[config.mk]
export PLATFORM = sky130hd
export DESIGN_NAME = scl_bitrate_gen
export DESIGN_NICKNAME = d
export VERILOG_FILES = /design/src/rtl/scl_brg_pkg.sv /design/src/rtl/scl_prescaler.sv /design/src/rtl/scl_input_filter.sv /design/src/rtl/scl_phase_timer.sv /design/src/rtl/scl_bitrate_gen.sv
export SDC_FILE = /design/constraint.sdc
export NUM_CORES = 1
export LEC_CHECK = 0
export BUFFER_PORTS_ARGS = -buffer_cell sky130_fd_sc_hd__buf_2
export CORE_ASPECT_RATIO = 0.7
export CORE_MARGIN = 4
export CORE_UTILIZATION = 40
export CTS_BUF_LIST = sky130_fd_sc_hd__clkbuf_4 sky130_fd_sc_hd__clkbuf_8
export DETAILED_ROUTE_END_ITERATION = 8
export SYNTH_ARGS = -nofsm -noshare
export SYNTH_HDL_FRONTEND = slang
export SYNTH_SLANG_ARGS = --single-unit
[constraint.sdc]
create_clock -name clk -period 1.3 [get_ports clk]
set_input_delay 0.26 -clock clk [delete_from_list [all_inputs] [get_ports clk]]
set_output_delay 0.26 -clock clk [all_outputs]
set_load 0.01 [all_outputs]
[src/rtl/scl_brg_pkg.sv]
package scl_brg_pkg;

  typedef enum logic {
    PH_LOW  = 1'b0,
    PH_HIGH = 1'b1
  } scl_phase_e;

endpackage

[src/rtl/scl_prescaler.sv]
module scl_prescaler #(
  parameter int unsigned CKS_W = 3
) (
  input  logic             clk,
  input  logic             rst_n,
  input  logic             run,
  input  logic [CKS_W-1:0] cks,
  output logic             ref_tick
);

  localparam int unsigned PS_W = (1 << CKS_W) - 1;

  logic [PS_W-1:0] pcnt_q, pcnt_n;
  logic [PS_W:0]   span_w;
  logic [PS_W-1:0] mask_w;

  // terminal count is 2^cks - 1
  always_comb begin
    span_w = ((PS_W+1)'(1) << cks) - (PS_W+1)'(1);
    mask_w = span_w[PS_W-1:0];
  end

  assign ref_tick = run && (pcnt_q == mask_w);

  always_comb begin
    pcnt_n = pcnt_q;
    if (!run) begin
      pcnt_n = '0;
    end else if (ref_tick) begin
      pcnt_n = '0;
    end else begin
      pcnt_n = pcnt_q + PS_W'(1);
    end
  end

  always_ff @(posedge clk or negedge rst_n) begin
    if (!rst_n) begin
      pcnt_q <= '0;
    end else begin
      pcnt_q <= pcnt_n;
    end
  end

endmodule

[src/rtl/scl_input_filter.sv]
module scl_input_filter #(
  parameter int unsigned SYNC_STAGES = 2
) (
  input  logic clk,
  input  logic rst_n,
  input  logic scl_raw,
  output logic scl_clean
);

  logic [SYNC_STAGES-1:0] sync_q;
  logic                   agree_q;
  logic                   clean_q, clean_n;

  for (genvar i = 0; i < SYNC_STAGES; i++) begin : g_sync
    if (i == 0) begin : g_first
      always_ff @(posedge clk or negedge rst_n) begin
        if (!rst_n) sync_q[0] <= 1'b1;
        else        sync_q[0] <= scl_raw;
      end
    end else begin : g_next
      always_ff @(posedge clk or negedge rst_n) begin
        if (!rst_n) sync_q[i] <= 1'b1;
        else        sync_q[i] <= sync_q[i-1];
      end
    end
  end

  // level accepted only when two successive synchronized samples match
  always_comb begin
    clean_n = clean_q;
    if (sync_q[SYNC_STAGES-1] == agree_q) begin
      clean_n = agree_q;
    end
  end

  always_ff @(posedge clk or negedge rst_n) begin
    if (!rst_n) begin
      agree_q <= 1'b1;
      clean_q <= 1'b1;
    end else begin
      agree_q <= sync_q[SYNC_STAGES-1];
      clean_q <= clean_n;
    end
  end

  assign scl_clean = clean_q;

endmodule

[src/rtl/scl_phase_timer.sv]
module scl_phase_timer
  import scl_brg_pkg::*;
#(
  parameter int unsigned CKS_W     = 3,
  parameter int unsigned CNT_W     = 5,
  parameter int unsigned OVH_UNDIV = 4,
  parameter int unsigned OVH_DIV   = 3
) (
  input  logic             clk,
  input  logic             rst_n,
  input  logic             en,
  input  logic             ref_tick,
  input  logic             scl_high,
  input  logic [CKS_W-1:0] cks,
  input  logic [CNT_W-1:0] brh,
  input  logic [CNT_W-1:0] brl,
  output logic             run,
  output logic             drive_low,
  output logic             phase_tick
);

  localparam int unsigned PC_W = CNT_W + 1;

  scl_phase_e      phase_q, phase_n;
  logic            run_q, run_n;
  logic            ptick_q, ptick_n;
  logic [PC_W-1:0] cnt_q, cnt_n;

  logic [PC_W-1:0] brh_c, brl_c, ovh_v, target_v;
  logic            may_count;

  always_comb begin
    brh_c    = (brh == '0) ? PC_W'(1) : {1'b0, brh};
    brl_c    = (brl == '0) ? PC_W'(1) : {1'b0, brl};
    ovh_v    = (cks == '0) ? PC_W'(OVH_UNDIV) : PC_W'(OVH_DIV);
    target_v = ((phase_q == PH_LOW) ? brl_c : brh_c) + ovh_v;
    // the high count waits for the line once the overhead slots are spent
    may_count = (phase_q == PH_LOW) || (cnt_q < ovh_v) || scl_high;
  end

  always_comb begin
    phase_n = phase_q;
    run_n   = run_q;
    cnt_n   = cnt_q;
    ptick_n = 1'b0;
    if (!en) begin
      run_n   = 1'b0;
      phase_n = PH_HIGH;
      cnt_n   = '0;
    end else if (!run_q) begin
      run_n   = 1'b1;
      phase_n = PH_LOW;
      cnt_n   = '0;
    end else if (ref_tick && may_count) begin
      if (cnt_q == target_v - PC_W'(1)) begin
        phase_n = (phase_q == PH_LOW) ? PH_HIGH : PH_LOW;
        cnt_n   = '0;
        ptick_n = 1'b1;
      end else begin
        cnt_n = cnt_q + PC_W'(1);
      end
    end
  end

  always_ff @(posedge clk or negedge rst_n) begin
    if (!rst_n) begin
      phase_q <= PH_HIGH;
      run_q   <= 1'b0;
      cnt_q   <= '0;
      ptick_q <= 1'b0;
    end else begin
      phase_q <= phase_n;
      run_q   <= run_n;
      cnt_q   <= cnt_n;
      ptick_q <= ptick_n;
    end
  end

  assign run        = run_q;
  assign drive_low  = run_q && (phase_q == PH_LOW);
  assign phase_tick = ptick_q;

endmodule

[src/rtl/scl_bitrate_gen.sv]
module scl_bitrate_gen #(
  parameter int unsigned CKS_W       = 3,
  parameter int unsigned CNT_W       = 5,
  parameter int unsigned SYNC_STAGES = 2,
  parameter int unsigned OVH_UNDIV   = 4,
  parameter int unsigned OVH_DIV     = 3
) (
  input  logic             clk,
  input  logic             rst_n,
  input  logic             en,
  input  logic [CKS_W-1:0] cks,
  input  logic [CNT_W-1:0] brh,
  input  logic [CNT_W-1:0] brl,
  input  logic             scl_in,
  output logic             scl_drive_low,
  output logic             phase_tick
);

  logic [1:0] rst_pipe_q;
  logic       rst_n_int;
  logic       run_w, tick_w, scl_clean_w;

  // asynchronous assertion, synchronous release
  always_ff @(posedge clk or negedge rst_n) begin
    if (!rst_n) rst_pipe_q <= 2'b00;
    else        rst_pipe_q <= {rst_pipe_q[0], 1'b1};
  end
  assign rst_n_int = rst_pipe_q[1];

  scl_prescaler #(.CKS_W(CKS_W)) u_presc (
    .clk      (clk),
    .rst_n    (rst_n_int),
    .run      (run_w),
    .cks      (cks),
    .ref_tick (tick_w)
  );

  scl_input_filter #(.SYNC_STAGES(SYNC_STAGES)) u_filt (
    .clk       (clk),
    .rst_n     (rst_n_int),
    .scl_raw   (scl_in),
    .scl_clean (scl_clean_w)
  );

  scl_phase_timer #(
    .CKS_W     (CKS_W),
    .CNT_W     (CNT_W),
    .OVH_UNDIV (OVH_UNDIV),
    .OVH_DIV   (OVH_DIV)
  ) u_timer (
    .clk        (clk),
    .rst_n      (rst_n_int),
    .en         (en),
    .ref_tick   (tick_w),
    .scl_high   (scl_clean_w),
    .cks        (cks),
    .brh        (brh),
    .brl        (brl),
    .run        (run_w),
    .drive_low  (scl_drive_low),
    .phase_tick (phase_tick)
  );

endmodule

==> results.cfg <==
[cells_and_area]
seqCellArea_um2 = 557
layout.nets = 265
mostFrequentLayoutCells = 36 x buf_4, 17 x dfrtp_1, 16 x buf_2
drive_above_1_share = 0.419
diodes = 0
layout_commonest_cell = buf_4
fill_cells = 337
area_delta_synth_final_pct = 40.2
design_area_um2 = 2280
multi_input_area_um2 = 1090

[worst_hold_path]
worstHoldStart = scl_in
hold_depth = 1
worstHoldEndpoint = u_filt.sync_q[0]
min_path_type = in -> reg

[floorplan]
die_h_um = 61.4
core_area_um2 = 3920
io_pins = 19
die_x_um = 84.3
initial_core_util = 0.415
row_count = 19
die-area_um2 = 5170

[synthesis]
synth_fa_ha_area_frac = 0.111
synth.distinct_cells = 48
syn-num-nets = 205
yosys.area_share.simple = 0.264
synth_ff_type = dfrtp_1
synth_warnings = 0
synthXorXnorAreaFrac = 0.0952
async_reset_ff_frac = 1.00
syn_inst = 175
avgSynthCellArea_um2 = 9.31
synth-seq-area-share = 0.342
syn-cell-area_um2 = 1630
synth_top_family_by_area = simple AND/OR/NAND/NOR gates
synth_edf_count = 0
synth_compound_area_frac = 0.108
synth-seq-cells = 22
muxShareOfSynthArea = 0.0246

[global_route]
grt_pass1_wl_mm = 6.56
grt_max_degree = 21
grt_pass1_vias = 1483
overflow = 0
track_usage = 0.157
antenna_found_initial = 0

[sta]
setup_ws_ns = -1.73
grt_setup_unrepaired = yes
hold_viol = 0
timing.final.crit_share = 2.33
skew_ns = 0.00175
maxSlewViolCount = 0
clock.fmax_mhz = 331
fin_crit_ns = 3.03
setup_violations = 16

[cts]
cts.htree.levels = 1
cts_tree = done
cts_sinks = 22
cts_buffers = 3
clock_path_buffers = 2
cts-root-buf = clkbuf_8
clk_pin_slew_ns = 0.08
clock_latency_ns = 0.26

[placed_design]
dpl_cell_area_um2 = 2060
place_ws_ns = -1.76
port_buffers = 18
dp_hpwl_mm = 3.03
gp_congestion = 0.853

[setup_path]
cp-start-kind = flop
required_ns = 1.50
r2r_slack_ns = -1.73
worstReg2RegEnd = u_timer.phase_q
end_kind = flop
critPathKind = reg -> reg
reg2reg_depth = 12
cp_max_fo = 3
arrival_ns = 3.23
rr_startpoint = u_timer.phase_q

[route]
wirelength_mm = 3.98
firstDrtPassIters = 4
drc = 0
final_antenna_net_count = 0
wl_per_cell_um = 13.9
via_count = 1486
drtIter0Drc = 62
via_per_inst = 5.20

[power_and_ir_drop]
p_per_area_nw_per_um2 = 808
ir_drop_uv = 535
finalPower_mw = 1.85
p_leak_nw = 1.04

[run]
drv_cap = 0

[run_status]
outcome = finished with violations
violations = negative setup slack
## Yosys cell counts (all sizes together), types with 2 or more instances
cell type	number	area, µm²
a21oi	11	62.6
a31oi	2	12.5
and3	3	23.8
buf	3	27.5
clkbuf	3	11.3
dfrtp	17	425
dfstp	5	131
ha	12	150
inv	13	48.8
mux2i	4	40.0
nand2	8	30.0
nand2b	2	12.5
nand3	14	70.1
nand3b	5	37.5
nor2	10	37.5
nor2b	3	18.8
nor3	6	30.0
nor3b	2	15.0
nor4	3	18.8
o2111ai	2	23.8
o21ai	8	40.0
o31ai	2	15.0
or3	2	12.5
or3b	3	26.3
or4	2	15.0
xnor2	8	70.1
xor2	7	61.3
## routing by layer
metal	wire [µm]	GRT usage
met1	1900	0.200
met2	1860	0.280
met3	199	0.0307
met4	21	0.0413
met5	0	0
## cells by family after synthesis
group | count (synthesis)
other | 1
and+or+nand+nor | 71
AOI/OAI and AO/OA | 28
adders and majority gates | 14
xor gates and xnor gates | 16
buffers and inverters | 19
DFF | 22
muxes | 4
## cell type report
class / instances / area share
repair buffers: 61 / 0.197
flip-flops and latches: 22 / 0.244
clock inverters: 1 / 0.0132
multi-input cells: 134 / 0.478
inverters: 13 / 0.0214
clock buffers: 3 / 0.0181
well taps: 52 / 0.0285
## sequential cells by signal, indices dropped and copies added, names as in the netlist, 2 cells and up
| signal | cells |
|---|---|
| rst_pipe_q | 2 |
| u_filt.sync_q | 2 |
| u_presc.pcnt_q | 7 |
| u_timer.cnt_q | 6 |
## metrics by stage
| step | std cells | util | TNS (ns) | hold slack, ns |
|---|---|---|---|---|
| after floorplan | 175 | - | -17.10 | -0.0356 |
| after global placement | 277 | 0.526 | -20.12 | 0.0453 |
| after detailed placement | 277 | 0.526 | -21.25 | 0.0486 |
| after CTS | 284 | 0.560 | -19.23 | 0.0846 |
| after global routing | 286 | 0.582 | -22.22 | 0.0793 |
| final | 286 | 0.582 | -19.79 | 0.0933 |
## worst max-delay path by stage
| stage | cells after the start | slack, ns | startpoint | end |
|---|---|---|---|---|
| finish | 12 | -1.73 | u_timer.phase_q | u_timer.phase_q |
| global route | 12 | -1.91 | u_timer.phase_q | u_timer.phase_q |
| CTS | 12 | -1.70 | u_timer.phase_q | u_timer.phase_q |
| detailed placement | 14 | -1.76 | cks[0] | u_timer.phase_q |
| global placement | 14 | -1.68 | cks[0] | u_timer.phase_q |
| floorplan | 13 | -1.66 | u_timer.phase_q | u_timer.phase_q |
## report_power, final
part           switching [mW]  leakage (nW)  internal, mW
logic                   0.237         0.728         0.249
clock network           0.219        0.0357         0.411
registers              0.0155         0.281         0.715
## timing repair
action                                  in CTS  in global routing
setup buffers                                2                  3
endpoints found under the setup margin      16                 16
pin swaps                                    5                  8
resized for setup                            8                 20
endpoints found under the hold margin        2                  0
hold buffers                                 1                  0
## worst max-delay path, stage by stage, from the launching register on
cell	delay (ns)
dfstp_2	0.57
mux2i_1	0.20
ha_1	0.25
inv_1	0.06
ha_2	0.18
inv_2	0.04
fa_1	0.50
xor2_1	0.15
nand4_1	0.12
nor3b_2	0.16
nand3b_1	0.13
or4b_1	0.51
nand3_1	0.09
(Power assumes the default switching activity.)
